[config.mk]
export PLATFORM = sky130hd
export DESIGN_NAME = swd_host_engine
export DESIGN_NICKNAME = d
export VERILOG_FILES = /design/src/rtl/swd_host_pkg.sv /design/src/rtl/swd_req_header.sv /design/src/rtl/swd_ack_decode.sv /design/src/rtl/swd_tick_gen.sv /design/src/rtl/swd_host_engine.sv
export SDC_FILE = /design/constraint.sdc
export NUM_CORES = 1
export LEC_CHECK = 0
export ABC_AREA = 1
export CORE_UTILIZATION = 40
export DETAILED_ROUTE_END_ITERATION = 7
export GPL_ROUTABILITY_DRIVEN = 0
export PLACE_DENSITY = 0.58
export SLEW_MARGIN = 20
export SYNTH_ARGS = -nofsm -noshare
export SYNTH_HDL_FRONTEND = slang
export SYNTH_SLANG_ARGS = --single-unit
[constraint.sdc]
create_clock -name clk -period 2.2 [get_ports clk]
set_input_delay 0.66 -clock clk [delete_from_list [all_inputs] [get_ports clk]]
set_output_delay 0.66 -clock clk [all_outputs]
set_load 0.05 [all_outputs]
[src/rtl/swd_host_pkg.sv]
package swd_host_pkg;

  typedef enum logic [3:0] {
    S_IDLE, S_HDR, S_TRN1, S_ACK, S_TRN2, S_WDATA, S_WIDLE, S_RDATA, S_TRN3, S_FIN
  } swd_state_e;

  typedef enum logic [2:0] {
    ST_OK      = 3'd0,
    ST_WAIT_TO = 3'd1,
    ST_FAULT   = 3'd2,
    ST_NO_RESP = 3'd3,
    ST_PARITY  = 3'd4,
    ST_BAD_ACK = 3'd5
  } swd_status_e;

  localparam logic [2:0] ACK_OK    = 3'b001;
  localparam logic [2:0] ACK_WAIT  = 3'b010;
  localparam logic [2:0] ACK_FAULT = 3'b100;
  localparam logic [2:0] ACK_NONE  = 3'b111;

  localparam logic [7:0] HDR_BASE    = 8'h81;
  localparam logic [7:0] HDR_AP_FLIP = 8'h22;
  localparam logic [7:0] HDR_RD_FLIP = 8'h24;
  localparam logic [7:0] HDR_PARITY  = 8'h20;

endpackage

[src/rtl/swd_req_header.sv]
module swd_req_header
  import swd_host_pkg::*;
(
  input  logic       rnw,
  input  logic       ap,
  input  logic [1:0] addr,
  output logic [7:0] hdr
);
  // Parity tracks each field by toggling bit 5 together with the field bit.
  always_comb begin
    hdr = HDR_BASE;
    if (ap)  hdr = hdr ^ HDR_AP_FLIP;
    if (rnw) hdr = hdr ^ HDR_RD_FLIP;
    hdr[4:3] = addr;
    if (addr[0] ^ addr[1]) hdr = hdr ^ HDR_PARITY;
  end
endmodule

[src/rtl/swd_ack_decode.sv]
module swd_ack_decode
  import swd_host_pkg::*;
(
  input  logic [2:0]  ack,
  output logic        ack_ok,
  output logic        ack_retry,
  output swd_status_e ack_st
);
  always_comb begin
    ack_ok    = 1'b0;
    ack_retry = 1'b0;
    case (ack)
      ACK_OK:    begin ack_ok = 1'b1; ack_st = ST_OK; end
      ACK_WAIT:  begin ack_retry = 1'b1; ack_st = ST_WAIT_TO; end
      ACK_FAULT: begin ack_retry = 1'b1; ack_st = ST_FAULT; end
      ACK_NONE:  ack_st = ST_NO_RESP;
      default:   ack_st = ST_BAD_ACK;
    endcase
  end
endmodule

[src/rtl/swd_tick_gen.sv]
module swd_tick_gen #(
  parameter int HALF_DIV = 2
) (
  input  logic clk,
  input  logic rst,
  input  logic en,
  output logic tick
);
  localparam int CW = (HALF_DIV > 1) ? $clog2(HALF_DIV) : 1;
  logic [CW-1:0] cnt;

  assign tick = en && (cnt == CW'(HALF_DIV - 1));

  always_ff @(posedge clk) begin
    if (rst || !en) cnt <= '0;
    else if (tick)  cnt <= '0;
    else            cnt <= cnt + 1'b1;
  end
endmodule

[src/rtl/swd_host_engine.sv]
module swd_host_engine
  import swd_host_pkg::*;
#(
  parameter int HALF_DIV  = 2,
  parameter int MAX_TRIES = 64,
  parameter int DW        = 32
) (
  input  logic          clk,
  input  logic          rst,
  input  logic          start,
  input  logic          cmd_rnw,
  input  logic          cmd_ap,
  input  logic [1:0]    cmd_addr,
  input  logic [DW-1:0] cmd_wdata,
  output logic          busy,
  output logic          done,
  output logic [2:0]    status,
  output logic [DW-1:0] rdata,
  output logic          swclk,
  output logic          swdio_out,
  output logic          swdio_oe,
  input  logic          swdio_in
);
  localparam int TW = $clog2(MAX_TRIES + 1);
  localparam int IW = $clog2(DW + 1);
  localparam int AW = (DW > 1) ? $clog2(DW) : 1;

  swd_state_e    state;
  logic [IW-1:0] idx;
  logic [7:0]    hdr_q, hdr_w;
  logic [DW-1:0] wdata_q, rsh;
  logic          rnw_q, ap_q;
  logic [2:0]    ack_q, ack_now;
  logic [TW-1:0] try_cnt;
  logic          retry_q, sticky_q;
  swd_status_e   fin_st, status_q;
  logic          swclk_q, out_q, oe_q, done_q;
  logic [DW-1:0] rdata_q;
  logic          tick, ack_ok, ack_retry;
  swd_status_e   ack_st;
  logic          drv_out, drv_oe;

  swd_req_header hdr_i (.rnw(cmd_rnw), .ap(cmd_ap), .addr(cmd_addr), .hdr(hdr_w));

  assign ack_now = {swdio_in, ack_q[1:0]};
  swd_ack_decode dec_i (.ack(ack_now), .ack_ok(ack_ok), .ack_retry(ack_retry), .ack_st(ack_st));

  swd_tick_gen #(.HALF_DIV(HALF_DIV)) tick_i (.clk(clk), .rst(rst), .en(busy), .tick(tick));

  assign busy      = (state != S_IDLE);
  assign done      = done_q;
  assign status    = status_q;
  assign rdata     = rdata_q;
  assign swclk     = swclk_q;
  assign swdio_out = out_q;
  assign swdio_oe  = oe_q;

  // Value to place on the line at the next falling edge
  always_comb begin
    drv_out = 1'b0;
    drv_oe  = 1'b0;
    case (state)
      S_HDR:   begin drv_oe = 1'b1; drv_out = hdr_q[idx[2:0]]; end
      S_WDATA: begin
        drv_oe  = 1'b1;
        drv_out = (idx == IW'(DW)) ? ^wdata_q : wdata_q[idx[AW-1:0]];
      end
      S_WIDLE: drv_oe = 1'b1;
      default: ;
    endcase
  end

  always_ff @(posedge clk) begin
    done_q <= 1'b0;
    if (rst) begin
      state    <= S_IDLE;
      idx      <= '0;
      hdr_q    <= '0;
      wdata_q  <= '0;
      rsh      <= '0;
      rnw_q    <= 1'b0;
      ap_q     <= 1'b0;
      ack_q    <= '0;
      try_cnt  <= '0;
      retry_q  <= 1'b0;
      sticky_q <= 1'b0;
      fin_st   <= ST_OK;
      status_q <= ST_OK;
      rdata_q  <= '0;
      swclk_q  <= 1'b0;
      out_q    <= 1'b0;
      oe_q     <= 1'b0;
    end else if (state == S_IDLE) begin
      if (start) begin
        if (cmd_ap && sticky_q) begin
          done_q   <= 1'b1;
          status_q <= ST_FAULT;
          rdata_q  <= '0;
        end else begin
          state   <= S_HDR;
          idx     <= '0;
          hdr_q   <= hdr_w;
          wdata_q <= cmd_wdata;
          rnw_q   <= cmd_rnw;
          ap_q    <= cmd_ap;
          try_cnt <= TW'(1);
          retry_q <= 1'b0;
          out_q   <= hdr_w[0];
          oe_q    <= 1'b1;
        end
      end
    end else if (tick) begin
      swclk_q <= ~swclk_q;
      if (swclk_q) begin
        // falling edge: present the next bit or finish
        if (state == S_FIN) begin
          done_q   <= 1'b1;
          status_q <= fin_st;
          rdata_q  <= (rnw_q && fin_st == ST_OK) ? rsh : '0;
          if (fin_st != ST_OK) sticky_q <= 1'b1;
          else if (!ap_q)      sticky_q <= 1'b0;
          state <= S_IDLE;
          out_q <= 1'b0;
          oe_q  <= 1'b0;
        end else begin
          out_q <= drv_out;
          oe_q  <= drv_oe;
        end
      end else begin
        // rising edge: sample and advance
        case (state)
          S_HDR: begin
            if (idx == IW'(7)) begin state <= S_TRN1; idx <= '0; end
            else idx <= idx + 1'b1;
          end
          S_TRN1: begin state <= S_ACK; idx <= '0; end
          S_ACK: begin
            ack_q[idx[1:0]] <= swdio_in;
            if (idx == IW'(2)) begin
              idx <= '0;
              if (ack_ok) begin
                fin_st  <= ST_OK;
                retry_q <= 1'b0;
                state   <= rnw_q ? S_RDATA : S_TRN2;
              end else begin
                fin_st  <= ack_st;
                retry_q <= ack_retry && (try_cnt < TW'(MAX_TRIES));
                state   <= S_TRN3;
              end
            end else idx <= idx + 1'b1;
          end
          S_TRN2: begin state <= S_WDATA; idx <= '0; end
          S_WDATA: begin
            if (idx == IW'(DW)) begin state <= S_WIDLE; idx <= '0; end
            else idx <= idx + 1'b1;
          end
          S_WIDLE: begin
            if (idx == IW'(7)) begin state <= S_FIN; idx <= '0; end
            else idx <= idx + 1'b1;
          end
          S_RDATA: begin
            if (idx == IW'(DW)) begin
              fin_st <= (swdio_in == ^rsh) ? ST_OK : ST_PARITY;
              state  <= S_TRN3;
              idx    <= '0;
            end else begin
              rsh[idx[AW-1:0]] <= swdio_in;
              idx <= idx + 1'b1;
            end
          end
          S_TRN3: begin
            if (retry_q) begin
              state   <= S_HDR;
              idx     <= '0;
              try_cnt <= try_cnt + 1'b1;
              retry_q <= 1'b0;
            end else state <= S_FIN;
          end
          default: ;
        endcase
      end
    end
  end
endmodule

Yosys cells after proc, flatten, opt, wreduce, memory -nomap -nowiden
Index checks and enable logic that the tools add are counted.
- flip-flop bits (word level): 139
- output and inout bits: 40
- add/sub/neg operators: 3
- order comparisons: 6
- equal/unequal tests: 32
- multiplexer cells: 97
- bitwise gates (word level): 7
- reductions and logical operators: 41
- operator list (cell ; number):
    $mux W32 ; 7
    $mux W6 ; 12
    $reduce_xor A32 Y1 ; 2
    $mux W4 ; 13
    $mux W7 ; 7
    $mux W1 ; 35
    $bwmux W32 ; 1
    $pmux W4 S8 ; 1
    $mux W3 ; 10
    $pmux W6 S5 ; 1
    $reduce_and A6 Y1 ; 4
    $ne A4 B4 Y1 const B ; 5
    $eq A4 B3 Y1 const B ; 4
    $reduce_and A5 Y1 ; 3
    $pmux W3 S4 ; 1
    $reduce_bool A2 Y1 ; 6
    $reduce_and A10 Y1 ; 1
    $reduce_bool A10 Y1 ; 1
    $reduce_or A2 Y1 ; 5
    $eq A4 B2 Y1 const B ; 2
    $eq A4 B4 Y1 const B ; 2
    $ne A2 B2 Y1 const B ; 4
    $reduce_and A4 Y1 ; 2
    $add A7 B1 Y7 const B ; 1
    other kinds (41) ; 56

Depth between registers and ports, before layout
Gate-level depths: netlist of the first run.
- depth after elaboration: 10
- mapped depth: 16
- depth with buffers taken out: 16

By module
A second synthesis of the first run with hierarchy kept.
- cell total of the unflattened synthesis: 1277
- area total of the unflattened synthesis: 7950.1 µm²
- modules (own cells, without submodules) (module ; instances ; cells each ; area each (µm²) ; seq. area each (µm²)):
    swd_host_engine ; 1 ; 1228 ; 7707.4 ; 2742.6
    swd_req_header ; 1 ; 28 ; 133.9 ; 0.0
    swd_ack_decode ; 1 ; 15 ; 67.6 ; 0.0
    swd_tick_gen ; 1 ; 6 ; 41.3 ; 20.0

Least setup slack after synthesis of the first run
OpenSTA, ideal clock, no wires.
- path type: register -> register
- start point: register swclk_q (netlist: swclk)
- end point: register idx[5]
- setup time: 0.128 ns
- arrival: 1.737 ns
- path slack: 0.334 ns
- cell stages (with the launch flop): 11
- clock period less this slack: 1.866 ns
- cells stage by stage: dfxtp_1 -> inv_1 -> nand2_2 -> inv_1 -> o21ai_2 -> inv_1 -> nand2_1 -> nor2_1 -> nand2_1 -> xor2_1 -> nor2_1
- longest elaborated chain between the ends: 2
- ends and longest elaborated chain (element ; RTL line ; source):
    from (decl) ; swd_host_engine.sv:37 ; logic swclk_q, out_q, oe_q, done_q;
    from (signal assigned) ; swd_host_engine.sv:113 ; swclk_q <= ~swclk_q;
    $ne A2 B1 Y1 (no line) ; n/a ;
    $reduce_and A6 Y1 (no line) ; n/a ;
    to (signal assigned) ; swd_host_engine.sv:134 ; else idx <= idx + 1'b1;
    to (signal assigned) ; swd_host_engine.sv:150 ; end else idx <= idx + 1'b1;
    to (signal assigned) ; swd_host_engine.sv:155 ; else idx <= idx + 1'b1;
    to (decl) ; swd_host_engine.sv:29 ; logic [IW-1:0] idx;
Every way passes these cells.
A chain may end at the register's enable or synchronous reset.

Worst setup path after layout of the first run
- start point: register state[2]
- end point: output port busy
- longest elaborated chain between the ends: 1
- ends and longest elaborated chain (element ; RTL line ; source):
    from (decl) ; swd_host_engine.sv:28 ; swd_state_e state;
    from (signal assigned) ; swd_host_engine.sv:144 ; state <= rnw_q ? S_RDATA : S_TRN2;
    $reduce_bool A4 Y1 ; swd_host_engine.sv:50 ; assign busy = (state != S_IDLE);
    to (decl) ; swd_host_engine.sv:15 ; output logic busy,
Every way passes these cells.

==> results of run 1 <==
## metrics by stage
stage / total power [mW] / TNS, ps / setup slack, ps / hold WS [ps]
finish: 9.593 / 0 / 98.23 / 457.6
global route: 10.30 / 0 / 46.28 / 474.3
CTS: 9.652 / 0 / 88.20 / 461.7
detailed placement: 6.777 / -2778 / -190.4 / 454.3
global placement: 6.740 / -1526 / -135.7 / 452.9
floorplan: 5.506 / 0 / 334.5 / 437.5
## cell families (layout without fill, tap and decap cells)
logic type / after synthesis / after routing / synth area share [%]
compound gates: 267 / 267 / 19.11
xor+xnor: 18 / 18 / 2.083
fa+ha+maj: 5 / 5 / 0.8267
buf+inv: 182 / 311 / 9.243
flops: 134 / 134 / 35.45
simple gates: 603 / 603 / 33.28
## sequential cells by signal, indices dropped and copies added, names as in the netlist, 3 cells and up
register and count:
fin_st 3, try_cnt 7, rdata 32, state 4, hdr_q 6, rsh 32, wdata_q 32, status 3
idx 6
## area by class of cell
type	instances	area, sq um
timing repair buffer	140	1308
multi-input combinational	893	4188
clock inverter	13	147.6
sequential	134	2683
fill	1857	8701
tap	229	286.5
inverter	139	524.3
clock buffer	19	432.9
## tightest hold or removal path: stages, from the launching register on
cell and delay (ps):
dfxtp_1 310, nand2_1 60, a21oi_1 50
## cells in the mapped netlist (4+ instances only)
library cell	count
a21oi_1	114
o21ai_0	84
ha_1	5
xor2_1	8
nand3_1	51
nor2_4	6
dfxtp_1	134
inv_2	13
xnor2_1	10
clkbuf_1	31
nand4_1	4
a311oi_1	5
o211ai_1	4
o21ai_1	22
nor3_1	15
inv_1	123
nor2_1	71
a31oi_1	25
buf_2	8
nand2_1	435
nand2_2	5
## layout by cell type, fill, tap and decap left out, types with 3 or more instances in the layout
| cell type | synthesis | routed |
|---|---|---|
| dlygate4sd2_1 | 0 | 27 |
| clkinvlp_4 | 0 | 6 |
| nor2_2 | 3 | 3 |
| nand2_2 | 5 | 6 |
| ha_1 | 5 | 5 |
| xnor2_1 | 10 | 10 |
| nor3_1 | 15 | 15 |
| o21ai_0 | 84 | 84 |
| nor2_1 | 71 | 71 |
| o21ai_1 | 22 | 22 |
| inv_1 | 123 | 122 |
| clkbuf_16 | 0 | 17 |
| inv_2 | 13 | 14 |
| nand2_1 | 435 | 434 |
| nand4_1 | 4 | 4 |
| buf_4 | 1 | 64 |
| dfxtp_1 | 134 | 134 |
| buf_12 | 0 | 10 |
| o211ai_1 | 4 | 4 |
| a211oi_1 | 3 | 3 |
| a31oi_1 | 25 | 25 |
| a311oi_1 | 5 | 5 |
| nor2_8 | 3 | 3 |
| a21oi_1 | 114 | 114 |
| clkdlybuf4s50_1 | 0 | 39 |
| nor2_4 | 6 | 6 |
| nand3_1 | 51 | 51 |
| xor2_1 | 8 | 8 |
## path summary, 6_finish.rpt
path         slack [ps]  cells after the start         to
max                 100                      4       busy
min                 460                      2  rdata[16]
max reg2reg         220                     14    rsh[25]
min reg2reg         460                      2  rdata[16]
## routing by layer
| layer | share of wire [%] | wire, um | track usage [%] | up-vias |
|---|---|---|---|---|
| met4 | 1.5 | 303 | 6.998 | 0 |
| met3 | 4.3 | 887 | 4.680 | 24 |
| met1 | 47 | 9737 | 27.43 | 3405 |
| met5 | 0 | 0 | 0 | - |
| met2 | 47 | 9835 | 38.03 | 153 |
| li1 | - | - | - | 4133 |
## power by group through the flow
stage / Combinational [mW] / Sequential [mW] / Clock [mW]
6_report: 3.76 / 2.99 / 2.84
5_1_grt: 4.27 / 3.03 / 3.00
4_1_cts: 3.76 / 2.99 / 2.90
3_5_place_dp: 3.74 / 3.04 / 0
3_3_place_gp: 3.71 / 3.03 / 0
2_1_floorplan: 2.47 / 3.04 / 0
==> metrics.txt, run 1 <==
Area after DPL 9022 sq um; drt total wl 20760 um; die height 139.5 um; worst-margin pin slew 487.5 ps; post_cts resized 27; Fmax 475.8 MHz; syn_area_per_cell 6.259 sq um; share of cells above drive strength 1 10.99%; hold_sp rdata[16]; Hold Crit Class register to register; Nets 1370; Clock Tree Buf Depth 2; Finished Cell Area 9569 sq um; utilization after layout 52.38%; FF+latch count, synth 134; sequential cell area fraction in the yosys report 35.45%; vias per cell 4.923; Post-Syn Instances 1209; width of the chip 139.5 um; total die area 19470 sq um; Rel. slew slack 67.25%; synth top area cells dfxtp_1, nand2_1, a21oi_1; Net Switching 3.757 mW; r2r startpoint state[3]; initial antenna violation count 0; crit end category primary output; most used flip-flop cell after synthesis dfxtp_1; Layout area overhead 26.46%; asr flop ratio synth 0%; worst skew pair latency 430 ps; final hold violations 0; status complete, no violations; starting density of the core 41.42%; Max Clock Skew 8.874 ps; final critical-path share of the clock period 95.54%; vias in the first global route 7073; Core Area 18270 sq um; grt ovf 0; First-pass DRT Iterations 5; Hold Buf Count CTS 0; post-synth top area cell dfxtp_1; Slew Limit Fails 0; CP arrival 1440 ps; unrepaired setup endpoints after global routing no; synth warn 0; CTS tree yes; post-synth top area share 35.45%; vias 7715; Synth Net Count 1254; initial drt markers 415; Sw Share 39.16%; Reg clk slew, reported paths 60 ps; Root Buffer clkbuf_16; Clock power frac 29.7%; Max-Cap Viols 0; final setup violating endpoints 0; DR DRC count 0; P_leak 4.413 nW; ANT nets after route 0; CP top delay family buffers and inverters; fin crit period 2102 ps; share of total power in sequential cells 31.2%; maximum number of pins on one net before global-route repair 43; Port Buffers 79; kind of critical path register to primary output; slowest cell on the critical path dfxtp_1; Worst Path Required 1540 ps; dpl hpwl 15430 um; Buf/Inv on CP 2; nature of the critical path startpoint register; # IOs 80; internal power 5.836 mW; n_diodes 0; placed cell count 1535; Unique masters post-synth 42; Rows 49; Post-synth EDFFs 0; crit path from state[2]; total CTS buffers 17; Global Route Usage Sum 22.07%; CTS H-tree depth 4; power density cells 1002 nW/um^2; Syn Std Cell Area 7567 sq um; combinational power share 39.1%; Crit Path Max Fanout 10; setup bufs post-CTS 0; clock sinks 134; Cell Count, Final, Fillers Out 1567; VDD IR-drop max 0.0007150 V; max incr delay on CP 350 ps; crit path cell chain nor2_4 > nand2_4 > buf_4 > buf_12; first-pass GRT wire length 34140 um; Routed WL per cell 13.25 um
Note: power is estimated with default switching activity, not from simulation.
==> inputs of run 2 (changes only) <==
--- a/config.mk
+++ b/config.mk
@@ -7,6 +7,7 @@
 export LEC_CHECK = 0
 export ABC_AREA = 1
 export CORE_UTILIZATION = 40
+export CTS_BUF_LIST = sky130_fd_sc_hd__clkbuf_16
 export DETAILED_ROUTE_END_ITERATION = 7
 export GPL_ROUTABILITY_DRIVEN = 0
 export PLACE_DENSITY = 0.58
==> run 2 against run 1 <==
Worst hold slack barely moved. Total power hardly changed. Register-to-register slack about the same. Final cell count did not move. Largest cell class unchanged.
==> metrics.txt, run 2 (synthesis gave the netlist of run 1 again) <==
status complete, no violations; most frequent cells in the layout nand2_1, dfxtp_1, inv_1; maximum number of pins on one net before global-route repair 43; P_leak 4.421 nW; CTS H-tree depth 4; Routed WL per cell 13.25 um; first-pass GRT wire length 34140 um; max incr delay on CP 350 ps; n_diodes 0; starting density of the core 41.42%; initial antenna violation count 0; kind of critical path register to primary output; worst skew pair latency 430 ps; CP top delay family buffers and inverters; met2 Usage GRT 38.03%; commonest non-fill, non-tap cell in the layout nand2_1; r2r startpoint state[3]; initial drt markers 392; Nets 1370; unrepaired setup endpoints after global routing no; total CTS buffers 17; crit end category primary output; worst-margin pin slew 496.4 ps; Max-Cap Viols 0; # IOs 80; nature of the critical path startpoint register; drt total wl 20770 um; Hold Buf Count CTS 0; ANT nets after route 0; final setup violating endpoints 0; CP arrival 1440 ps; CTS tree yes; Worst Path Required 1540 ps; Clock Tree Buf Depth 2; final hold violations 0; vias per cell 4.935; Layout area overhead 26.46%; Max Clock Skew 9.223 ps; utilization after layout 52.38%; Port Buffers 79; post_cts resized 27; VDD IR-drop max 0.0007148 V; final critical-path share of the clock period 95.64%; Slew Limit Fails 0; slowest cell on the critical path dfxtp_1; crit path cell chain nor2_4 > nand2_4 > buf_4 > buf_12; total die area 19470 sq um; setup bufs post-CTS 0; reg-to-reg setup timing slack 220 ps; R2R depth 14; vias 7733; width of the chip 139.5 um; dpl hpwl 15430 um; First-pass DRT Iterations 7; final setup TNS 0 ps; fin crit period 2104 ps; Hold Crit Class register to register; Final Power 9.585 mW; worst r2r dst rsh[25]; DR DRC count 0; power density cells 1002 nW/um^2; Buf/Inv on CP 2; Hold Path Depth 2; die height 139.5 um; Reg clk slew, reported paths 60 ps; Root Buffer clkbuf_16; Hold Path End rdata[16]; Rel. slew slack 67.04%; vias in the first global route 7077; Fmax 475.2 MHz; gr busiest metal met2; Core Area 18270 sq um; met1 Use GR 27.43%; Crit Path Max Fanout 10; Rows 49; clock sinks 134; Global Route Usage Sum 22.07%; GRT met3 Usage 4.680%; hold_sp rdata[16]; share of cells above drive strength 1 10.99%; grt ovf 0
## run 2: changes by cell type in the layout (fill, tap and decap cells not counted), sizes merged
cell,previous run,this run
clkbuf,19,17
inv,140,142
## run 2: worst max path at each step
stage              from    endpoint  slack, ps  cells after the start
3_5_place_dp     cmd_ap  try_cnt[5]       -190                     11
2_1_floorplan     swclk      idx[5]        330                     10
3_3_place_gp     cmd_ap  try_cnt[5]       -140                     11
6_report       state[2]        busy        100                      4
5_1_grt          cmd_ap  try_cnt[5]         50                     11
4_1_cts        state[2]        busy         90                      4
## run 2: per-layer routing
layer | wire length (um) | share of wire, %
met2 | 9855 | 47
met4 | 305 | 1.5
met3 | 836 | 4.0
met1 | 9771 | 47
met5 | 0 | 0
## run 2: power by group
group	total, mW	leakage [nW]	internal (mW)	switching [mW]
Clock	2.84	0.272	1.67	1.17
Sequential	2.99	1.09	2.71	0.280
Combinational	3.76	3.06	1.44	2.31
Total	9.59	4.42	5.83	3.76
## run 2: through the flow
| stage | instance area, sq um | cells | hold slack (ps) | setup WS [ps] |
|---|---|---|---|---|
| after floorplan | 7567 | 1209 | 437.5 | 334.5 |
| after global placement | 9022 | 1535 | 452.9 | -135.7 |
| after detailed placement | 9022 | 1535 | 454.3 | -190.4 |
| after CTS | 9569 | 1567 | 461.7 | 88.20 |
| after global routing | 9569 | 1567 | 474.3 | 46.28 |
| final | 9569 | 1567 | 457.6 | 95.83 |
## run 2: cell type report
class / instances / area (sq um)
clock buffers: 17 / 425.4
multi-input cells: 893 / 4188
well taps: 229 / 286.5
repair buffers: 140 / 1308
inverters: 139 / 524.3
clock inverters: 15 / 155.1
flip-flops and latches: 134 / 2683
fillers: 1857 / 8701
## run 2: worst reg2reg max path, stage by stage, from the launching register on
cell	delay (ps)
dfxtp_1	330
buf_4	170
nor2_4	160
inv_2	70
nor2_4	90
inv_2	60
nor2_4	130
nand2_4	90
nor2_8	130
inv_4	80
nor2_8	140
inv_2	100
o21ai_1	130
nand2_1	60
a31oi_1	150
==> inputs of run 3 (changes only) <==
--- a/config.mk
+++ b/config.mk
@@ -6,11 +6,13 @@
 export NUM_CORES = 1
 export LEC_CHECK = 0
 export ABC_AREA = 1
+export CELL_PAD_IN_SITES_DETAIL_PLACEMENT = 0
+export CELL_PAD_IN_SITES_GLOBAL_PLACEMENT = 1
 export CORE_UTILIZATION = 40
 export CTS_BUF_LIST = sky130_fd_sc_hd__clkbuf_16
 export DETAILED_ROUTE_END_ITERATION = 7
 export GPL_ROUTABILITY_DRIVEN = 0
-export PLACE_DENSITY = 0.58
+export PLACE_DENSITY = 0.78
 export SLEW_MARGIN = 20
 export SYNTH_ARGS = -nofsm -noshare
 export SYNTH_HDL_FRONTEND = slang
==> run 3 against run 2 <==
Clock power shrank 11%. Combinational power down 3%. Maximum frequency fell by 0.22%. Register-to-register slack improved by 20 ps. Global-route usage is 0.46 points higher. Total power is 4.4% lower. Critical path type unchanged. Critical endpoint unchanged. Largest power group unchanged.
==> metrics.txt, run 3 (synthesis gave the netlist of run 1 again) <==
CP arrival 1450 ps; first-pass GRT wire length 35090 um; total CTS buffers 17; utilization after layout 51.68%; dpl hpwl 15870 um; initial antenna violation count 0; First-pass DRT Iterations 5; Fmax 474.2 MHz; unrepaired setup endpoints after global routing no; commonest non-fill, non-tap cell in the layout nand2_1; CTS tree yes; Routed WL per cell 13.35 um; hold_sp rdata[16]; P_leak 4.379 nW; worst-margin pin slew 497.5 ps; Root Buffer clkbuf_16; Global Route Usage Sum 22.53%; r2r startpoint state[2]; final hold violations 0; total die area 19470 sq um; starting density of the core 41.42%; nature of the critical path startpoint register; filler cell count 1901; Hold Crit Class register to register; Port Buffers 79; maximum number of pins on one net before global-route repair 38; most frequent cells in the layout nand2_1, dfxtp_1, inv_1; Worst Path Required 1540 ps; clock sinks 134; Max Clock Skew 18.21 ps; grt ovf 0; Reg clk slew, reported paths 60 ps; Rel. slew slack 66.78%; share of cells above drive strength 1 10.15%; vias 7800; final setup TNS 0 ps; final setup violating endpoints 0; n_diodes 0; crit end category primary output; vias in the first global route 7211; power density cells 970.3 nW/um^2; ANT nets after route 0; worst skew pair latency 430 ps; die height 139.5 um; width of the chip 139.5 um; Nets 1362; kind of critical path register to primary output; final critical-path share of the clock period 95.86%; Slew Limit Fails 0; Max-Cap Viols 0; VDD IR-drop max 0.0006880 V; Core Area 18270 sq um; crit path from state[2]; CTS H-tree depth 4; DR DRC count 0; Clock Tree Buf Depth 2; status complete, no violations; Fin Hold WS 458.7 ps; Hold Buf Count CTS 0; Layout area overhead 24.77%; # IOs 80; Crit Path Max Fanout 10; fin crit period 2109 ps; drt total wl 20810 um; Rows 49; vias per cell 5.003; initial drt markers 445
-- run 3: power by group --
part	internal (mW)	switching, mW
Clock	1.42	1.11
Combinational	1.34	2.30
Sequential	2.71	0.281
-- run 3: stage by stage --
stage | power (mW) | worst slack (ps) | instance area (sq um) | cells
final | 9.161 | 91.15 | 9442 | 1559
after CTS | 9.231 | 7.073 | 9439 | 1559
after global routing | 9.852 | 28.72 | 9442 | 1559
after global placement | 6.659 | -51.81 | 8957 | 1527
after detailed placement | 6.683 | -70.39 | 8957 | 1527
after floorplan | 5.506 | 334.5 | 7567 | 1209
-- run 3: routing by layer --
metal | vias up | track usage, % | part of all wire (%)
met1 | 3528 | 28.52 | 49
met5 | - | 0 | 0
met3 | 24 | 4.646 | 3.4
met4 | 0 | 6.883 | 1.5
met2 | 131 | 38.40 | 46
li1 | 4117 | - | -
-- run 3: final timing paths --
kind         depth (start not counted)   endpoint  slack [ps]
max reg2reg                         12    rsh[29]         240
min reg2reg                          2  rdata[16]         460
max                                  4       busy          90
min                                  2  rdata[16]         460
-- run 3: final cells by class --
class | count | area (sq um) | share of cell area, %
Inverter | 139 | 524.3 | 5.553
Multi-Input combinational cell | 893 | 4188 | 44.35
Timing Repair Buffer | 132 | 1242 | 13.16
Sequential cell | 134 | 2683 | 28.41
Clock buffer | 17 | 425.4 | 4.506
Tap cell | 229 | 286.5 | 3.035
Clock inverter | 15 | 92.59 | 0.9807
-- run 3: worst max-delay path, cell delays in order (launching register included) --
cell     delay (ps)
dfxtp_1         360
nor2_4          180
nand2_4         110
buf_4           200
buf_12          160
-- run 3: timing repair --
action | in CTS | in global routing
buffers inserted | 0 | 0
gates resized for setup | 29 | 1
setup endpoints to repair | 29 | 1
pin swaps | 0 | 0
